[src/rtl/rs_pe_pkg.sv]
package rs_pe_pkg;
  localparam int unsigned PE_DATA_W   = 8;
  localparam int unsigned PE_ACC_W    = 24;
  localparam int unsigned PE_MAX_TAPS = 5;
endpackage

[src/rtl/rs_pe_wbank.sv]
module rs_pe_wbank #(
  parameter int DW       = 8,
  parameter int MAX_TAPS = 5,
  parameter int IDX_W    = 3
) (
  input  logic                   clk,
  input  logic                   rst_n,
  input  logic                   wr_allow,
  input  logic                   wr_req,
  input  logic [IDX_W-1:0]       wr_idx,
  input  logic [DW-1:0]          wr_data,
  output logic [MAX_TAPS*DW-1:0] taps_flat
);
  for (genvar g = 0; g < MAX_TAPS; g++) begin : g_tap
    logic [DW-1:0] tap_q;
    always_ff @(posedge clk) begin
      if (!rst_n) tap_q <= '0;
      else if (wr_req && wr_allow && int'(wr_idx) == g) tap_q <= wr_data;
    end
    assign taps_flat[g*DW +: DW] = tap_q;
  end

  // weights cannot move while writes are locked out
  a_r6_weights_frozen: assert property (@(posedge clk) disable iff (!rst_n)
    !wr_allow |=> $stable(taps_flat));
endmodule

[src/rtl/rs_pe_accum.sv]
module rs_pe_accum #(
  parameter int DW       = 8,
  parameter int ACC_W    = 24,
  parameter int MAX_TAPS = 5,
  parameter int TAP_W    = 3
) (
  input  logic                   clk,
  input  logic                   rst_n,
  input  logic                   step,
  input  logic [DW-1:0]          act,
  input  logic [MAX_TAPS*DW-1:0] taps_flat,
  input  logic [TAP_W-1:0]       taps_n,
  output logic [ACC_W-1:0]       done_sum
);
  localparam int PW = 2 * DW;

  logic signed [ACC_W-1:0] prod [MAX_TAPS];
  logic signed [ACC_W-1:0] base [MAX_TAPS];
  logic signed [ACC_W-1:0] part_q [MAX_TAPS];

  for (genvar g = 0; g < MAX_TAPS; g++) begin : g_mul
    logic signed [PW-1:0] p;
    assign p = $signed(taps_flat[g*DW +: DW]) * $signed(act);
    assign prod[g] = {{(ACC_W-PW){p[PW-1]}}, p};
  end

  // base[j]: running sum of a position that has seen j activations
  always_comb begin
    base[0] = '0;
    for (int j = 1; j < MAX_TAPS; j++) base[j] = part_q[j];
  end

  always_ff @(posedge clk) begin
    part_q[0] <= '0;
    if (!rst_n) begin
      for (int j = 1; j < MAX_TAPS; j++) part_q[j] <= '0;
    end else if (step) begin
      for (int j = 1; j < MAX_TAPS; j++) part_q[j] <= base[j-1] + prod[j-1];
    end
  end

  always_comb begin
    done_sum = prod[0];
    for (int k = 0; k < MAX_TAPS; k++)
      if (k + 1 == int'(taps_n)) done_sum = base[k] + prod[k];
  end
endmodule

[src/rtl/rs_pe_ctrl.sv]
module rs_pe_ctrl #(
  parameter int MAX_TAPS = 5,
  parameter int TAP_W    = 3
) (
  input  logic             clk,
  input  logic             rst_n,
  input  logic [TAP_W-1:0] cfg_taps,
  input  logic             act_valid,
  input  logic             act_last,
  input  logic             psin_valid,
  input  logic             out_busy,
  input  logic             out_take,
  output logic             act_ready,
  output logic             psin_ready,
  output logic             act_fire,
  output logic             win_done,
  output logic             wr_allow,
  output logic [TAP_W-1:0] taps_n
);
  logic             row_open_q;
  logic [TAP_W-1:0] taps_q, fill_q, taps_live;
  logic             completes, out_free;

  always_comb begin
    if (cfg_taps == '0) taps_live = TAP_W'(1);
    else if (int'(cfg_taps) > MAX_TAPS) taps_live = TAP_W'(MAX_TAPS);
    else taps_live = cfg_taps;
  end

  assign taps_n     = row_open_q ? taps_q : taps_live;
  assign completes  = ({1'b0, fill_q} + 1'b1) >= {1'b0, taps_n};
  assign out_free   = !out_busy || out_take;
  assign act_ready  = out_free && (!completes || psin_valid);
  assign psin_ready = act_valid && out_free && completes;
  assign act_fire   = act_valid && act_ready;
  assign win_done   = act_fire && completes;
  assign wr_allow   = !row_open_q && !act_fire;

  always_ff @(posedge clk) begin
    if (!rst_n) begin
      row_open_q <= 1'b0;
      taps_q     <= TAP_W'(1);
      fill_q     <= '0;
    end else if (act_fire) begin
      row_open_q <= !act_last;
      taps_q     <= taps_n;
      if (act_last)       fill_q <= '0;
      else if (completes) fill_q <= taps_n - 1'b1;
      else                fill_q <= fill_q + 1'b1;
    end
  end

  // the closing activation empties the window
  a_r8_last_clears: assert property (@(posedge clk) disable iff (!rst_n)
    act_fire && act_last |=> !row_open_q && fill_q == '0);
  // the window never holds a full filter's worth without emitting
  a_r7_fill_bound: assert property (@(posedge clk) disable iff (!rst_n)
    fill_q < taps_n);
  // a neighbour sum is only taken alongside an accepted activation
  a_r4_psin_paired: assert property (@(posedge clk) disable iff (!rst_n)
    psin_valid && psin_ready |-> act_fire);
endmodule

[src/rtl/rs_conv_pe.sv]
module rs_conv_pe
  import rs_pe_pkg::*;
#(
  parameter int DW       = PE_DATA_W,
  parameter int ACC_W    = PE_ACC_W,
  parameter int MAX_TAPS = PE_MAX_TAPS,
  localparam int TAP_W   = $clog2(MAX_TAPS + 1),
  localparam int IDX_W   = $clog2(MAX_TAPS)
) (
  input  logic             clk,
  input  logic             rst_n,
  input  logic [TAP_W-1:0] cfg_taps,
  input  logic             wt_load,
  input  logic [IDX_W-1:0] wt_idx,
  input  logic [DW-1:0]    wt_data,
  input  logic             act_valid,
  output logic             act_ready,
  input  logic [DW-1:0]    act_data,
  input  logic             act_last,
  input  logic             psin_valid,
  output logic             psin_ready,
  input  logic [ACC_W-1:0] psin_data,
  output logic             psout_valid,
  input  logic             psout_ready,
  output logic [ACC_W-1:0] psout_data
);
  logic                   act_fire, win_done, wr_allow;
  logic [TAP_W-1:0]       taps_n;
  logic [MAX_TAPS*DW-1:0] taps_flat;
  logic [ACC_W-1:0]       done_sum;

  rs_pe_ctrl #(.MAX_TAPS(MAX_TAPS), .TAP_W(TAP_W)) u_ctrl (
    .clk(clk), .rst_n(rst_n), .cfg_taps(cfg_taps),
    .act_valid(act_valid), .act_last(act_last), .psin_valid(psin_valid),
    .out_busy(psout_valid), .out_take(psout_ready),
    .act_ready(act_ready), .psin_ready(psin_ready), .act_fire(act_fire),
    .win_done(win_done), .wr_allow(wr_allow), .taps_n(taps_n)
  );

  rs_pe_wbank #(.DW(DW), .MAX_TAPS(MAX_TAPS), .IDX_W(IDX_W)) u_wbank (
    .clk(clk), .rst_n(rst_n), .wr_allow(wr_allow), .wr_req(wt_load),
    .wr_idx(wt_idx), .wr_data(wt_data), .taps_flat(taps_flat)
  );

  rs_pe_accum #(.DW(DW), .ACC_W(ACC_W), .MAX_TAPS(MAX_TAPS), .TAP_W(TAP_W)) u_accum (
    .clk(clk), .rst_n(rst_n), .step(act_fire), .act(act_data),
    .taps_flat(taps_flat), .taps_n(taps_n), .done_sum(done_sum)
  );

  always_ff @(posedge clk) begin
    if (!rst_n) begin
      psout_valid <= 1'b0;
      psout_data  <= '0;
    end else if (win_done) begin
      psout_valid <= 1'b1;
      psout_data  <= done_sum + psin_data;
    end else if (psout_ready) begin
      psout_valid <= 1'b0;
    end
  end

  // a stalled result stays put
  a_r5_hold: assert property (@(posedge clk) disable iff (!rst_n)
    psout_valid && !psout_ready |=> psout_valid && $stable(psout_data));
  // a completed window is presented on the next cycle
  a_r9_next_cycle: assert property (@(posedge clk) disable iff (!rst_n)
    win_done |=> psout_valid);
endmodule

[config.mk]
export PLATFORM = sky130hd
export DESIGN_NAME = rs_conv_pe
export DESIGN_NICKNAME = d
export VERILOG_FILES = /design/src/rtl/rs_pe_pkg.sv /design/src/rtl/rs_pe_wbank.sv /design/src/rtl/rs_pe_accum.sv /design/src/rtl/rs_pe_ctrl.sv /design/src/rtl/rs_conv_pe.sv
export SDC_FILE = /design/constraint.sdc
export NUM_CORES = 2
export LEC_CHECK = 0
export ABC_CLOCK_PERIOD_IN_PS = 8900
export BUFFER_PORTS_ARGS = -buffer_cell sky130_fd_sc_hd__buf_2
export CAP_MARGIN = 20
export CORE_ASPECT_RATIO = 1.75
export CORE_UTILIZATION = 50
export CTS_CLUSTER_DIAMETER = 150
export CTS_CLUSTER_SIZE = 12
export DETAILED_ROUTE_END_ITERATION = 10
export GPL_TIMING_DRIVEN = 0
export PLACE_DENSITY = 0.69
export SLEW_MARGIN = 20
export SYNTH_ARGS = -nofsm -noshare
export SYNTH_HDL_FRONTEND = slang
export SYNTH_SLANG_ARGS = --single-unit
export TNS_END_PERCENT = 10
[constraint.sdc]
create_clock -name clk -period 8.9 [get_ports clk]
set_input_delay 1.78 -clock clk [delete_from_list [all_inputs] [get_ports clk]]
set_output_delay 1.78 -clock clk [all_outputs]
set_load 0.01 [all_outputs]
==> flow_metrics.py <==
metrics = {
    "worst_setup_path": {
        "start_kind": "input port",
        "arrival_ns": 9.10,
        "cp_common_cell": "fa_1",
        "r2r_cells": 29,
        "critical_path_class": "in2reg",
        "slowest_stage": "fa_1",
        "crit_path_max_fanout": 10,
        "cp-end-kind": "register",
        "reg2reg_slack_ns": 1.10,
        "worstPathRequired_ns": 9.25,
        "cp_slowest_stage_delay_ns": 0.54,
    },
    "detailed_routing": {
        "dr.pass1.iters": 6,
        "num_vias": 20105,
        "drt_iter0_drc": 1141,
        "wire_per_inst_um": 21.8,
        "via_per_inst": 5.61,
        "drc": 0,
        "detail-route-antenna-nets": 0,
        "drt-total-wl_um": 78100,
    },
    "placement": {
        "dp.cells": 3525,
        "place_hpwl_um": 64900,
        "gp_congestion": 0.937,
        "port_buffers": 73,
        "dpl_worst_slack_ns": -2.35,
    },
    "global_routing": {
        "track_usage": 0.306,
        "globalRoute.totalOverflow": 0,
        "grt_first_pass_wirelength_um": 122000,
        "grt_use_met2": 0.537,
        "grt_antenna_before_repair": 1,
        "met1_usage": 0.325,
        "use_met3": 0.0430,
        "grt_pass1_vias": 22140,
        "grt.busiest_layer": "met2",
        "grt_max_degree": 34,
    },
    "power": {
        "power.total_w": 0.00450,
        "p_int_w": 0.00239,
        "vdd_drop_max_mv": 0.123,
        "pwr-share-comb": 0.625,
        "clkPwrFrac": 0.164,
        "p_leak_nw": 14.4,
        "power_density_nw_per_um2": 155,
        "seqPwrFrac": 0.210,
        "p_switching_w": 0.00211,
        "switching_share": 0.468,
    },
    "floorplanning": {
        "die_x_um": 176,
        "core-area_um2": 52200,
        "rows": 111,
        "io_pins": 80,
        "initial_core_util": 0.505,
        "die_y_um": 306,
        "dieArea_um2": 53700,
    },
    "yosys": {
        "synth.most_common_cell": "inv_1",
        "yosys-top-cells-count": "inv_1 (517), fa_1 (448), ha_1 (269)",
        "synth_edf_count": 88,
        "avgSynthCellArea_um2": 9.51,
        "synthTopCellsByArea": "fa_1 (34%), ha_1 (13%), edfxtp_1 (10%), inv_1 (7.4%), dfxtp_1 (5.5%)",
        "synth.distinct_cells": 82,
        "synthArstFlopShare": 0,
        "synthFlopType": "edfxtp_1",
        "synth_top_area_cell": "fa_1",
        "syn_inst": 2772,
        "ys_warn_count": 0,
        "ys_seq_elements": 160,
        "synth_area_um2": 26400,
        "syn_nets": 3542,
        "synth_top_area_frac": 0.340,
        "synth-seq-area-share": 0.155,
    },
    "clock_tree": {
        "htreeDepth": 4,
        "cts_tree": "built",
        "numCtsBuffers": 17,
        "root_buffer": "clkbuf_16",
        "insertion_delay_ns": 0.46,
        "clock-sinks": 160,
        "clkTransAtPathRegs_ns": 0.07,
        "max-clock-path-buffers": 2,
        "postCtsHoldBufs": 0,
    },
    "sta": {
        "period_share": 0.983,
        "hold_violations": 0,
        "final-setup-viol-count": 0,
        "worst_pin_slew_ns": 0.974,
        "setup_slack_ns": 0.151,
        "max_freq_ghz": 0.114,
        "rsz0062_at_grt": "yes",
        "drv_slew": 0,
        "relSlewSlack": 0.351,
        "whs_ns": 0.464,
        "tns_ns": 0,
        "fin_skew_ns": 0.00980,
        "min_period_ns": 8.75,
    },
    "finish": {
        "fin_cells": 3583,
        "fin_nets": 3662,
        "n_antenna_cell": 0,
        "layout-drive-gt1-share": 0.0871,
        "layout-area-overhead-vs-synth_pct": 9.97,
    },
    "job": {
        "drv_cap": 0,
    },
    "hold_path": {
        "min_path_cells": 2,
        "hp-class": "reg2reg",
    },
    "outcome": {
        "status": "finished clean",
    },
}
==> worst paths after layout <==
path	from	endpoint
worst max-delay path	act_data[1]	psout_data[23]
worst min-delay path	psout_data[21]	psout_data[21]
worst max register to register	u_wbank.g_tap[1].tap_q[6]	psout_data[23]
worst min register to register	psout_data[21]	psout_data[21]
==> power groups by stage <==
stage	Clock, W	Combinational [W]	Sequential, W
floorplan	0	0.00183	0.000954
global placement	0	0.00252	0.000966
detailed placement	0	0.00259	0.000962
CTS	0.000743	0.00266	0.000946
global route	0.000771	0.00310	0.000956
finish	0.000739	0.00281	0.000946
==> final cells by class <==
cell class	instances	area [um2]
Sequential cell	160	4080
Fill cell	4663	23200
Buffer	97	499
Inverter	518	1960
Clock buffer	22	495
Tap cell	678	848
Multi-Input combinational cell	1997	20400
Clock inverter	10	70.1
Timing Repair Buffer	101	643
==> per-stage QoR <==
step / cell area (um2) / utilization
6_report: 29000 / 0.555
5_1_grt: 29000 / 0.555
4_1_cts: 28400 / 0.544
3_5_place_dp: 27600 / 0.529
3_3_place_gp: 27600 / 0.528
2_1_floorplan: 26400 / -
==> layout by cell type (no fill, tap or decap), drive strengths merged, types with 8 or more instances in the layout <==
master | Yosys | final
o211ai | 18 | 18
nor2 | 155 | 155
ha | 269 | 269
nand3 | 24 | 24
o21a | 14 | 14
mux2i | 43 | 43
a21o | 18 | 18
xor2 | 51 | 51
a31oi | 15 | 15
xnor2 | 70 | 70
dfxtp | 72 | 72
nor3 | 35 | 35
nand2 | 221 | 221
o21bai | 16 | 16
o21ai | 75 | 75
edfxtp | 88 | 88
nand2b | 29 | 29
nor2b | 55 | 55
a211oi | 24 | 24
buf | 5 | 116
and3 | 40 | 40
a311oi | 8 | 8
a21oi | 87 | 87
clkbuf | 92 | 104
inv | 517 | 523
a21boi | 12 | 12
and2 | 189 | 189
fa | 448 | 448
==> state kept, by name, summed over array words and instances, names as in the netlist <==
signal               count
u_accum.part_q          88
u_ctrl.taps_q            3
psout_valid              1
u_ctrl.fill_q            3
psout_data              24
u_wbank.g_tap.tap_q     40
u_ctrl.row_open_q        1
==> cells by family (layout without fill, tap and decap cells) <==
kind of cell | after synthesis | in the layout | share of synthesized area
simple gates | 781 | 781 | 0.149
fa+ha+maj | 717 | 717 | 0.468
buf+inv | 615 | 748 | 0.0877
compound gates | 335 | 335 | 0.0844
flops | 160 | 160 | 0.155
xor+xnor | 121 | 121 | 0.0402
mux | 43 | 43 | 0.0163
==> what timing repair did <==
| item | 4_1_cts | 5_1_grt |
|---|---|---|
| resized for setup | 61 | 113 |
| buffers inserted | 4 | 22 |
| pin swaps | 7 | 39 |
| endpoints found under the setup margin | 15 | 8 |
| cloned | 0 | 0 |
==> per-layer routing <==
layer	up-vias	wire, um
li1	9019	-
met1	10128	27200
met2	697	40000
met3	259	3760
met4	2	7170
met5	-	13
==> critical path: cells and delay by family <==
family / cells / cell delay, ns
xor gates and xnor gates: 1 / 0.30
buffers and inverters: 5 / 0.54
adders and majority gates: 7 / 2.90
AOI/OAI and AO/OA: 11 / 2.50
and+or+nand+nor: 6 / 1.06
No activity file was read; power rests on OpenSTA's default activity.
